==> src/rtl/rct_pkg.sv <==
package rct_pkg;

   typedef enum logic [1:0] {
      SRC_STOP  = 2'd0,
      SRC_SYS   = 2'd1,
      SRC_SYS16 = 2'd2,
      SRC_EXT   = 2'd3
   } clk_src_e;

   // byte offsets decoded by the register block
   localparam int OFS_MODE = 'h00;
   localparam int OFS_REF  = 'h04;
   localparam int OFS_CAP  = 'h08;
   localparam int OFS_CNT  = 'h0C;
   localparam int OFS_EVT  = 'h11;

   // control word bit positions
   localparam int MB_EN      = 0;
   localparam int MB_SRC_LO  = 1;
   localparam int MB_RESTART = 3;
   localparam int MB_IE      = 4;
   localparam int MB_PSC_LO  = 8;

   // flag byte bit positions
   localparam int EB_CAP = 0;
   localparam int EB_REF = 1;

endpackage

==> src/rtl/rct_prescale.sv <==
module rct_prescale #(
   parameter int PSC_W    = 8,
   parameter int EXT_LOG2 = 4
) (
   input  logic             clk,
   input  logic             rst_n,
   input  logic             restart,
   input  logic             run,
   input  logic             use_ext,
   input  logic [PSC_W-1:0] psc_load,
   output logic             tick
);

   logic [PSC_W-1:0] pc_q;
   logic             stage;

   assign stage = run && (pc_q == '0);

   always_ff @(posedge clk or negedge rst_n) begin
      if (!rst_n)                        pc_q <= '0;
      else if (restart || !run || stage) pc_q <= psc_load;
      else                               pc_q <= pc_q - 1'b1;
   end

   generate
      if (EXT_LOG2 > 0) begin : g_ext
         logic [EXT_LOG2-1:0] ext_q;
         always_ff @(posedge clk or negedge rst_n) begin
            if (!rst_n)                ext_q <= '0;
            else if (restart || !run)  ext_q <= '0;
            else if (stage && use_ext) ext_q <= ext_q + 1'b1;
         end
         assign tick = stage && (!use_ext || (&ext_q));
      end else begin : g_noext
         logic unused_ext;
         assign unused_ext = use_ext;
         assign tick = stage;
      end
   endgenerate

endmodule

==> src/rtl/rct_counter.sv <==
module rct_counter #(
   parameter int CNT_W = 16
) (
   input  logic             clk,
   input  logic             rst_n,
   input  logic             clear,
   input  logic             load,
   input  logic [CNT_W-1:0] load_val,
   input  logic             tick,
   input  logic             wrap_mode,
   input  logic [CNT_W-1:0] ref_val,
   output logic [CNT_W-1:0] cnt_q,
   output logic             hit
);

   logic [CNT_W-1:0] nxt;

   assign nxt = (wrap_mode && (cnt_q == ref_val)) ? '0 : cnt_q + 1'b1;
   assign hit = tick && !clear && !load && (nxt == ref_val);

   always_ff @(posedge clk or negedge rst_n) begin
      if (!rst_n)     cnt_q <= '0;
      else if (clear) cnt_q <= '0;
      else if (load)  cnt_q <= load_val;
      else if (tick)  cnt_q <= nxt;
   end

endmodule

==> src/rtl/rct_regs.sv <==
module rct_regs
   import rct_pkg::*;
#(
   parameter int DATA_W = 16,
   parameter int CNT_W  = 16,
   parameter int ADDR_W = 5,
   localparam int PSC_W = DATA_W - 8
) (
   input  logic              clk,
   input  logic              rst_n,
   input  logic              we,
   input  logic [ADDR_W-1:0] addr,
   input  logic [DATA_W-1:0] wdata,
   input  logic [CNT_W-1:0]  cnt_q,
   input  logic              hit,
   output logic              en,
   output clk_src_e          src,
   output logic              wrap_mode,
   output logic              irq_en,
   output logic [PSC_W-1:0]  psc_next,
   output logic [CNT_W-1:0]  ref_q,
   output logic              ref_flag,
   output logic              ctr_clear,
   output logic              ctr_load,
   output logic [DATA_W-1:0] rdata
);

   logic [DATA_W-1:0] mode_q, mode_d, cap_q;
   logic wr_mode, wr_ref, wr_cap, wr_cnt, wr_evt, shutdown;

   assign wr_mode  = we && (addr == ADDR_W'(OFS_MODE));
   assign wr_ref   = we && (addr == ADDR_W'(OFS_REF));
   assign wr_cap   = we && (addr == ADDR_W'(OFS_CAP));
   assign wr_cnt   = we && (addr == ADDR_W'(OFS_CNT));
   assign wr_evt   = we && (addr == ADDR_W'(OFS_EVT));
   assign shutdown = wr_mode && mode_q[MB_EN] && !wdata[MB_EN];

   always_comb begin
      mode_d = mode_q;
      if (wr_mode) mode_d = shutdown ? '0 : wdata;
   end

   always_ff @(posedge clk or negedge rst_n) begin
      if (!rst_n) begin
         mode_q   <= '0;
         ref_q    <= '0;
         cap_q    <= '0;
         ref_flag <= 1'b0;
      end else begin
         mode_q <= mode_d;
         if (shutdown)    ref_q <= '0;
         else if (wr_ref) ref_q <= wdata[CNT_W-1:0];
         if (wr_cap) cap_q <= wdata;
         ref_flag <= hit || (ref_flag && !(wr_evt && wdata[EB_REF]));
      end
   end

   assign en        = mode_q[MB_EN];
   assign src       = clk_src_e'(mode_q[MB_SRC_LO +: 2]);
   assign wrap_mode = mode_q[MB_RESTART];
   assign irq_en    = mode_q[MB_IE];
   assign psc_next  = mode_d[MB_PSC_LO +: PSC_W];
   assign ctr_clear = wr_mode || wr_ref;
   assign ctr_load  = wr_cnt;

   always_comb begin
      rdata = '0;
      case (addr)
         ADDR_W'(OFS_MODE): rdata = mode_q;
         ADDR_W'(OFS_REF):  rdata = DATA_W'(ref_q);
         ADDR_W'(OFS_CAP):  rdata = cap_q;
         ADDR_W'(OFS_CNT):  rdata = DATA_W'(cnt_q);
         ADDR_W'(OFS_EVT): begin
            rdata[EB_REF] = ref_flag;
            rdata[EB_CAP] = 1'b0;
         end
         default:           rdata = '0;
      endcase
   end

endmodule

==> src/rtl/refcmp_timer.sv <==
module refcmp_timer
   import rct_pkg::*;
#(
   parameter int DATA_W       = 16,
   parameter int CNT_W        = 16,
   parameter int ADDR_W       = 5,
   parameter int EXT_DIV_LOG2 = 4
) (
   input  logic              clk,
   input  logic              rst_n,
   input  logic [ADDR_W-1:0] bus_addr,
   input  logic              bus_we,
   input  logic [DATA_W-1:0] bus_wdata,
   output logic [DATA_W-1:0] bus_rdata,
   output logic              irq
);

   localparam int PSC_W = DATA_W - 8;

   generate
      if (DATA_W <= 8)                begin : g_bad_data $error("DATA_W must exceed 8"); end
      if (CNT_W > DATA_W)             begin : g_bad_cnt  $error("CNT_W must not exceed DATA_W"); end
      if (ADDR_W < 5)                 begin : g_bad_addr $error("ADDR_W must be at least 5"); end
      if (EXT_DIV_LOG2 < 0 || EXT_DIV_LOG2 > 8) begin : g_bad_ext $error("EXT_DIV_LOG2 out of range"); end
   endgenerate

   logic             en, wrap_mode, irq_en, ref_flag, ctr_clear, ctr_load;
   logic             running, tick, hit;
   clk_src_e         src;
   logic [PSC_W-1:0] psc_next;
   logic [CNT_W-1:0] ref_q, cnt_q;

   rct_regs #(.DATA_W(DATA_W), .CNT_W(CNT_W), .ADDR_W(ADDR_W)) u_regs (
      .clk(clk), .rst_n(rst_n), .we(bus_we), .addr(bus_addr), .wdata(bus_wdata),
      .cnt_q(cnt_q), .hit(hit), .en(en), .src(src), .wrap_mode(wrap_mode),
      .irq_en(irq_en), .psc_next(psc_next), .ref_q(ref_q), .ref_flag(ref_flag),
      .ctr_clear(ctr_clear), .ctr_load(ctr_load), .rdata(bus_rdata)
   );

   assign running = en && ((src == SRC_SYS) || (src == SRC_SYS16));

   rct_prescale #(.PSC_W(PSC_W), .EXT_LOG2(EXT_DIV_LOG2)) u_psc (
      .clk(clk), .rst_n(rst_n), .restart(ctr_clear), .run(running),
      .use_ext(src == SRC_SYS16), .psc_load(psc_next), .tick(tick)
   );

   rct_counter #(.CNT_W(CNT_W)) u_cnt (
      .clk(clk), .rst_n(rst_n), .clear(ctr_clear), .load(ctr_load),
      .load_val(bus_wdata[CNT_W-1:0]), .tick(tick), .wrap_mode(wrap_mode),
      .ref_val(ref_q), .cnt_q(cnt_q), .hit(hit)
   );

   assign irq = irq_en && ref_flag;

endmodule

==> config.mk <==
export PLATFORM = sky130hd
export DESIGN_NAME = refcmp_timer
export DESIGN_NICKNAME = d
export VERILOG_FILES = /design/src/rtl/rct_pkg.sv /design/src/rtl/rct_prescale.sv /design/src/rtl/rct_counter.sv /design/src/rtl/rct_regs.sv /design/src/rtl/refcmp_timer.sv
export SDC_FILE = /design/constraint.sdc
export NUM_CORES = 1
export LEC_CHECK = 0
export BUFFER_PORTS_ARGS = -buffer_cell sky130_fd_sc_hd__buf_2
export CORE_ASPECT_RATIO = 0.8
export CORE_MARGIN = 1
export CORE_UTILIZATION = 40
export DETAILED_ROUTE_END_ITERATION = 8
export MAX_ROUTING_LAYER = met4
export PLACE_DENSITY = 0.63
export SYNTH_ARGS = -nofsm -noshare
export SYNTH_HDL_FRONTEND = slang
export SYNTH_SLANG_ARGS = --single-unit
export TNS_END_PERCENT = 50
==> constraint.sdc <==
create_clock -name clk -period 3.1 [get_ports clk]
set_input_delay 0.31 -clock clk [delete_from_list [all_inputs] [get_ports clk]]
set_output_delay 0.31 -clock clk [all_outputs]
set_load 0.005 [all_outputs]
==> reports/results.tsv, run 1 <==
metric	value	unit
hp-class	input port to async pin	
fp-row-count	35	
grt_use_total	0.261	
yosys_warnings	0	
fmax	349	MHz
relSlewSlack	0.339	
arrival	3100	ps
avgViaCountPerCell	6.19	
die_h	100	um
dp_hpwl	10600	um
synth_nets	506	
dp_slack	259	ps
postCtsSetupRepairBufs	0	
die_area	0.0125	mm^2
coreArea	0.0116	mm^2
cts_buffer_depth	2	
yosysUniqueCellTypes	61	
cp_max_fo	7	
synth_top_area_share	0.399	
synth_largest_area_cell	dfrtp_1	
drv_slew	0	
place_congestion	0.998	
syn_area	0.00483	mm^2
cellPowerDensity	696	mW/mm^2
drc	10	
power	3.82	mW
area_growth	13.6	%
fin_nets	537	
antenna_found_initial	0	
detail_route.first_pass.iterations	6	
finalHoldViolCount	0	
ir_drop	0.336	mV
ios	41	
yosys_most_used_dff	dfrtp_1	
drv_cap	0	
cts_sinks	77	
skew	8.06	ps
crit_family	simple AND/OR/NAND/NOR gates	
leakagePower	2.36	nW
grt_pass1_wl	23700	um
worst-path-buf-inv	0	
violations	DRC	
cts_tree	built	
ys_ff_latch	77	
cp_data_required_time	3340	ps
drive_gt1_frac	0.242	
endpoint_kind	flip-flop	
via_count	4090	
routed_wirelength	14700	um
cts_buffers	9	
ant_nets	0	
overflow	0	
min_period	2870	ps
slowest_stage	nor4_1	
ys_async_sr_fraction	1.00	
max_stage_delay	740	ps
n_antenna_cell	0	
syn_area_per_cell	10.1	um^2
yosysSeqAreaShare	0.399	
grt_pass1_vias	3999	
drt_iter0_markers	282	
crit_type	flip-flop to flip-flop	
root_buffer	clkbuf_16	
syn_inst	478	
wl_per_cell	22.2	um
grt_max_degree	78	
finalCritPeriodShare	0.924	
synthTopCellsByArea	dfrtp_1 40%, mux4_2 7.5%, a22o_1 4.9%, xor2_1 4.9%, mux2_2 4.7%	
setup_slack	234	ps
cp-start-kind	flip-flop	
start_util	0.414	
synth_enable_flop_cells	0	
clkTransAtPathRegs	60	ps
setup-violations-final	0	
setup-tns-final	0	ps
crit_chain	xor2_1, nor4_1, and4_1, nand2_1, o21ai_0, nand4_1, o31ai_1	
status	finished, violations left	
insertion_delay	340	ps
worst_pin_slew	992	ps
io_buffer_count	40	
reg2reg_slack	230	ps
holdWs	131	ps
h-tree-depth	3	
dieWidth	125	um
rsz0062_at_grt	no	
[cell families (layout without fill, tap and decap cells)]
family,after synthesis,after routing,share of synthesized area
AOI/OAI and AO/OA,105,105,0.153
buffers and inverters,48,83,0.0428
xor gates and xnor gates,40,40,0.0783
and+or+nand+nor,166,166,0.191
muxes,38,38,0.125
adders and majority gates,4,4,0.0104
DFF,77,77,0.399
[report_power, final]
| part | leakage, nW | switching [mW] | internal [mW] |
|---|---|---|---|
| clock | 0.139 | 0.414 | 0.643 |
| sequential | 0.990 | 0.347 | 1.22 |
| combinational | 1.23 | 0.589 | 0.597 |
[per-stage QoR]
stage                     instances  utilization  cell area, um^2
after floorplan                 478            -             4830
after global placement          646        0.445             5180
after detailed placement        646        0.445             5180
after CTS                       661        0.470             5480
after global routing            661        0.471             5480
final                           661        0.471             5480
[metal layers]
metal  GRT usage  vias up  wire length, um
met1       0.367     2073             7010
li1            -     1833                -
met2       0.382      169             6400
met4      0.0570        0              144
met5           -        -                0
met3      0.0608       15             1140
[cells in the mapped netlist (2+ instances only)]
| master | n |
|---|---|
| dfrtp_1 | 77 |
| nand2_1 | 34 |
| nor2_1 | 32 |
| a22o_1 | 27 |
| xor2_1 | 27 |
| a21oi_1 | 24 |
| mux2_2 | 20 |
| and2_1 | 19 |
| clkbuf_1 | 19 |
| o21ai_0 | 17 |
| mux4_2 | 16 |
| buf_2 | 14 |
| nor3_1 | 14 |
| nand3_1 | 12 |
| xnor2_1 | 11 |
| inv_1 | 10 |
| nor4_1 | 10 |
| a211oi_1 | 8 |
| nand4_1 | 8 |
| and3_1 | 6 |
| nor4b_1 | 5 |
| o22ai_1 | 5 |
| ha_1 | 4 |
| or2_2 | 4 |
| a22o_2 | 3 |
| buf_1 | 3 |
| nor2b_1 | 3 |
| o221ai_1 | 3 |
| or3_1 | 3 |
| a221oi_1 | 2 |
| a31oi_1 | 2 |
| and4_1 | 2 |
| mux2i_1 | 2 |
| nor4_2 | 2 |
| o211ai_1 | 2 |
| o311ai_0 | 2 |
| xnor3_1 | 2 |
[area by class of cell]
cell class              count  area [um^2]
flip-flops and latches     77         1930
repair buffers             58          338
inverters                  10         37.5
clock inverters             3         46.3
multi-input cells         353         2700
fillers                  1105         6170
well taps                 148          185
clock buffers              12          246
[repair_timing]
| item | 4_1_cts | 5_1_grt |
|---|---|---|
| gates resized for setup | 0 | 1 |
| endpoints found under the setup margin | 0 | 2 |
| hold buffers | 0 | 0 |
[placed cells by master, fill, tap and decap left out, types with 6 or more instances in the layout]
master / count
a211oi_1: 8
a22o_1: 27
xor2_1: 27
nand3_1: 11
nand2_1: 34
and2_1: 19
dfrtp_1: 77
mux4_2: 16
nor4_1: 10
xnor2_1: 11
buf_4: 19
nor2_1: 32
nand4_1: 8
mux2_2: 20
a21oi_1: 24
o21ai_0: 17
nor3_1: 13
clkbuf_16: 9
and3_1: 6
inv_1: 10
buf_2: 39
[state kept, by name, summed over array words and instances, names as in the netlist]
register,flops
u_cnt.cnt_q,16
u_regs.ref_q,16
u_regs.cap_q,16
u_psc.g_ext.ext_q,4
u_psc.pc_q,8
u_regs.ref_flag,1
u_regs.mode_q,16
[worst paths after layout]
| path | to | depth (start not counted) | from |
|---|---|---|---|
| hold reg to reg | u_regs.cap_q[7] | 1 | u_regs.cap_q[7] |
| min in group clk | u_regs.ref_q[7] | 2 | bus_wdata[7] |
| setup reg to reg | u_regs.ref_flag | 7 | u_cnt.cnt_q[0] |
| setup / recovery | u_regs.ref_flag | 7 | u_cnt.cnt_q[0] |
| max in group asynchronous | u_cnt.cnt_q[7] | 1 | rst_n |
| hold / removal | u_regs.mode_q[6] | 1 | rst_n |
[worst reg2reg max path: cells and delay by family, from the launching register on]
| kind | cells | cell delay [ps] |
|---|---|---|
| and+or+nand+nor | 4 | 1520 |
| xor gates and xnor gates | 1 | 230 |
| AOI/OAI and AO/OA | 2 | 550 |
| DFF | 1 | 460 |
No activity file was read; power rests on OpenSTA's default activity.
==> inputs of run 2 (changes only) <==
- CAP_MARGIN: default -> 20
- PLACE_DENSITY: 0.63 -> 0.65
- clock period: 3.1 -> 2.5 ns (I/O delays scaled with it)
==> run 2 against run 1 <==
  * The flow still finishes with violations (DRC)
  * Design area up 6.1%
  * Die area unchanged
  * Clock skew down 3.2 ps
  * Combinational power up 43%
  * Critical path type unchanged
  * Critical endpoint unchanged
  * Largest cell class unchanged
  * Highest routed layer unchanged
==> reports/results.tsv, run 2 (synthesis results as in run 1) <==
metric	value	unit
grt_pass1_wl	24700	um
cp-start-kind	flip-flop	
die_h	100	um
fmax	421	MHz
io_buffer_count	40	
antenna_found_initial	0	
hp-class	input port to flip-flop	
coreArea	0.0116	mm^2
post_layout_nonfiller_instances	698	
combPwrFrac	0.344	
wl_per_cell	21.8	um
n_antenna_cell	0	
skew	4.91	ps
relSlewSlack	0.553	
clkTransAtPathRegs	60	ps
arrival	2620	ps
grt_max_degree	50	
fin_nets	573	
crit_type	flip-flop to flip-flop	
endpoint_kind	flip-flop	
dp_hpwl	11500	um
drive_gt1_frac	0.304	
clockPowerShare	0.277	
dp.cells	681	
min_from	bus_wdata[15]	
drc	12	
ios	41	
dieWidth	125	um
area_growth	20.6	%
cp_data_required_time	2740	ps
worst_pin_slew	671	ps
grt_pass1_vias	4222	
p_int	3.24	mW
avgViaCountPerCell	6.01	
grt_use_total	0.270	
fillers	1097	
p_sw	1.72	mW
final_cell_mix	73 x dfrtp_1, 52 x buf_4, 39 x buf_2, 34 x nand2_1, 31 x nor2_1	
rsz0062_at_grt	no	
cts_tree	built	
final_common_cell	dfrtp_1	
cts_buffers	9	
cp_max_fo	8	
finalCritPeriodShare	0.950	
violations	DRC	
min_period	2370	ps
ir_drop	0.443	mV
seqPwrFrac	0.379	
setup-tns-final	0	ps
cts_buffer_depth	2	
status	finished, violations left	
leakagePower	2.56	nW
drv_slew	0	
power	4.96	mW
routed_wirelength	15300	um
setup-violations-final	0	
power_switching_share	0.347	
via_count	4197	
overflow	0	
r2r_start	u_cnt.cnt_q[6]	
drt_iter0_markers	359	
insertion_delay	340	ps
root_buffer	clkbuf_16	
start_util	0.414	
die_area	0.0125	mm^2
cellPowerDensity	852	mW/mm^2
finalHoldViolCount	0	
critPathLaunch	u_cnt.cnt_q[6]	
cts_sinks	77	
fp-row-count	35	
dpl_cell_area	0.00547	mm^2
stdcell_area	0.00582	mm^2
detail_route.first_pass.iterations	8	
drv_cap	0	
ant_nets	0	
h-tree-depth	3	
place_congestion	0.908	
## run 2: what timing repair did
action,CTS,global route
hold buffers,1,0
setup buffers,0,0
hold endpoints to repair,48,0
endpoints found under the setup margin,0,2
resized for setup,0,8
## run 2: cell type report
cell class	count	area, um^2	area share
well taps	148	185	0.0318
inverters	10	37.5	0.00645
clock buffers	13	270	0.0465
flip-flops and latches	77	1930	0.332
clock inverters	3	42.5	0.00731
multi-input cells	353	2720	0.467
repair buffers	94	636	0.109
## run 2: stage by stage
| step | hold slack, ps | setup WS, ps | util |
|---|---|---|---|
| global placement | 322 | 160 | 0.470 |
| global route | 181 | 8.52 | 0.499 |
| detailed placement | 328 | 66.0 | 0.470 |
| floorplan | -45.6 | 261 | - |
| CTS | 164 | 41.7 | 0.498 |
| finish | 170 | 125 | 0.499 |
## run 2: power groups by stage
stage          Sequential, mW  Clock [mW]  Combinational, mW
2_1_floorplan            1.70           0               1.22
3_3_place_gp             1.87           0               1.66
3_5_place_dp             1.89           0               1.66
4_1_cts                  1.86        1.40               1.67
5_1_grt                  1.92        1.45               1.85
6_report                 1.88        1.38               1.70
## run 2: critical path, stage by stage, from the launching register on
cell and delay [ps]:
dfrtp_2 490, buf_4 180, xor2_1 150, nor4_1 290, and4_1 280, nand2_1 220
a211oi_1 270, o22ai_1 110, o31ai_1 270
## run 2: path summary, 6_finish.rpt
path                                    end  slack [ps]  cells past startpoint
hold reg to reg            u_regs.cap_q[10]         500                      1
setup / recovery            u_regs.ref_flag         130                      8
hold / removal             u_regs.ref_q[15]         170                      2
setup reg to reg            u_regs.ref_flag         130                      8
max in group asynchronous    u_cnt.cnt_q[6]        1390                      3
min in group asynchronous  u_regs.mode_q[2]         490                      2
## run 2: routing by layer
layer | routed length [um] | global-route usage | vias to the layer above
li1 | - | - | 1906
met1 | 7240 | 0.370 | 2109
met2 | 6610 | 0.401 | 161
met3 | 1080 | 0.0570 | 21
met4 | 316 | 0.0826 | 0
met5 | 0 | - | -
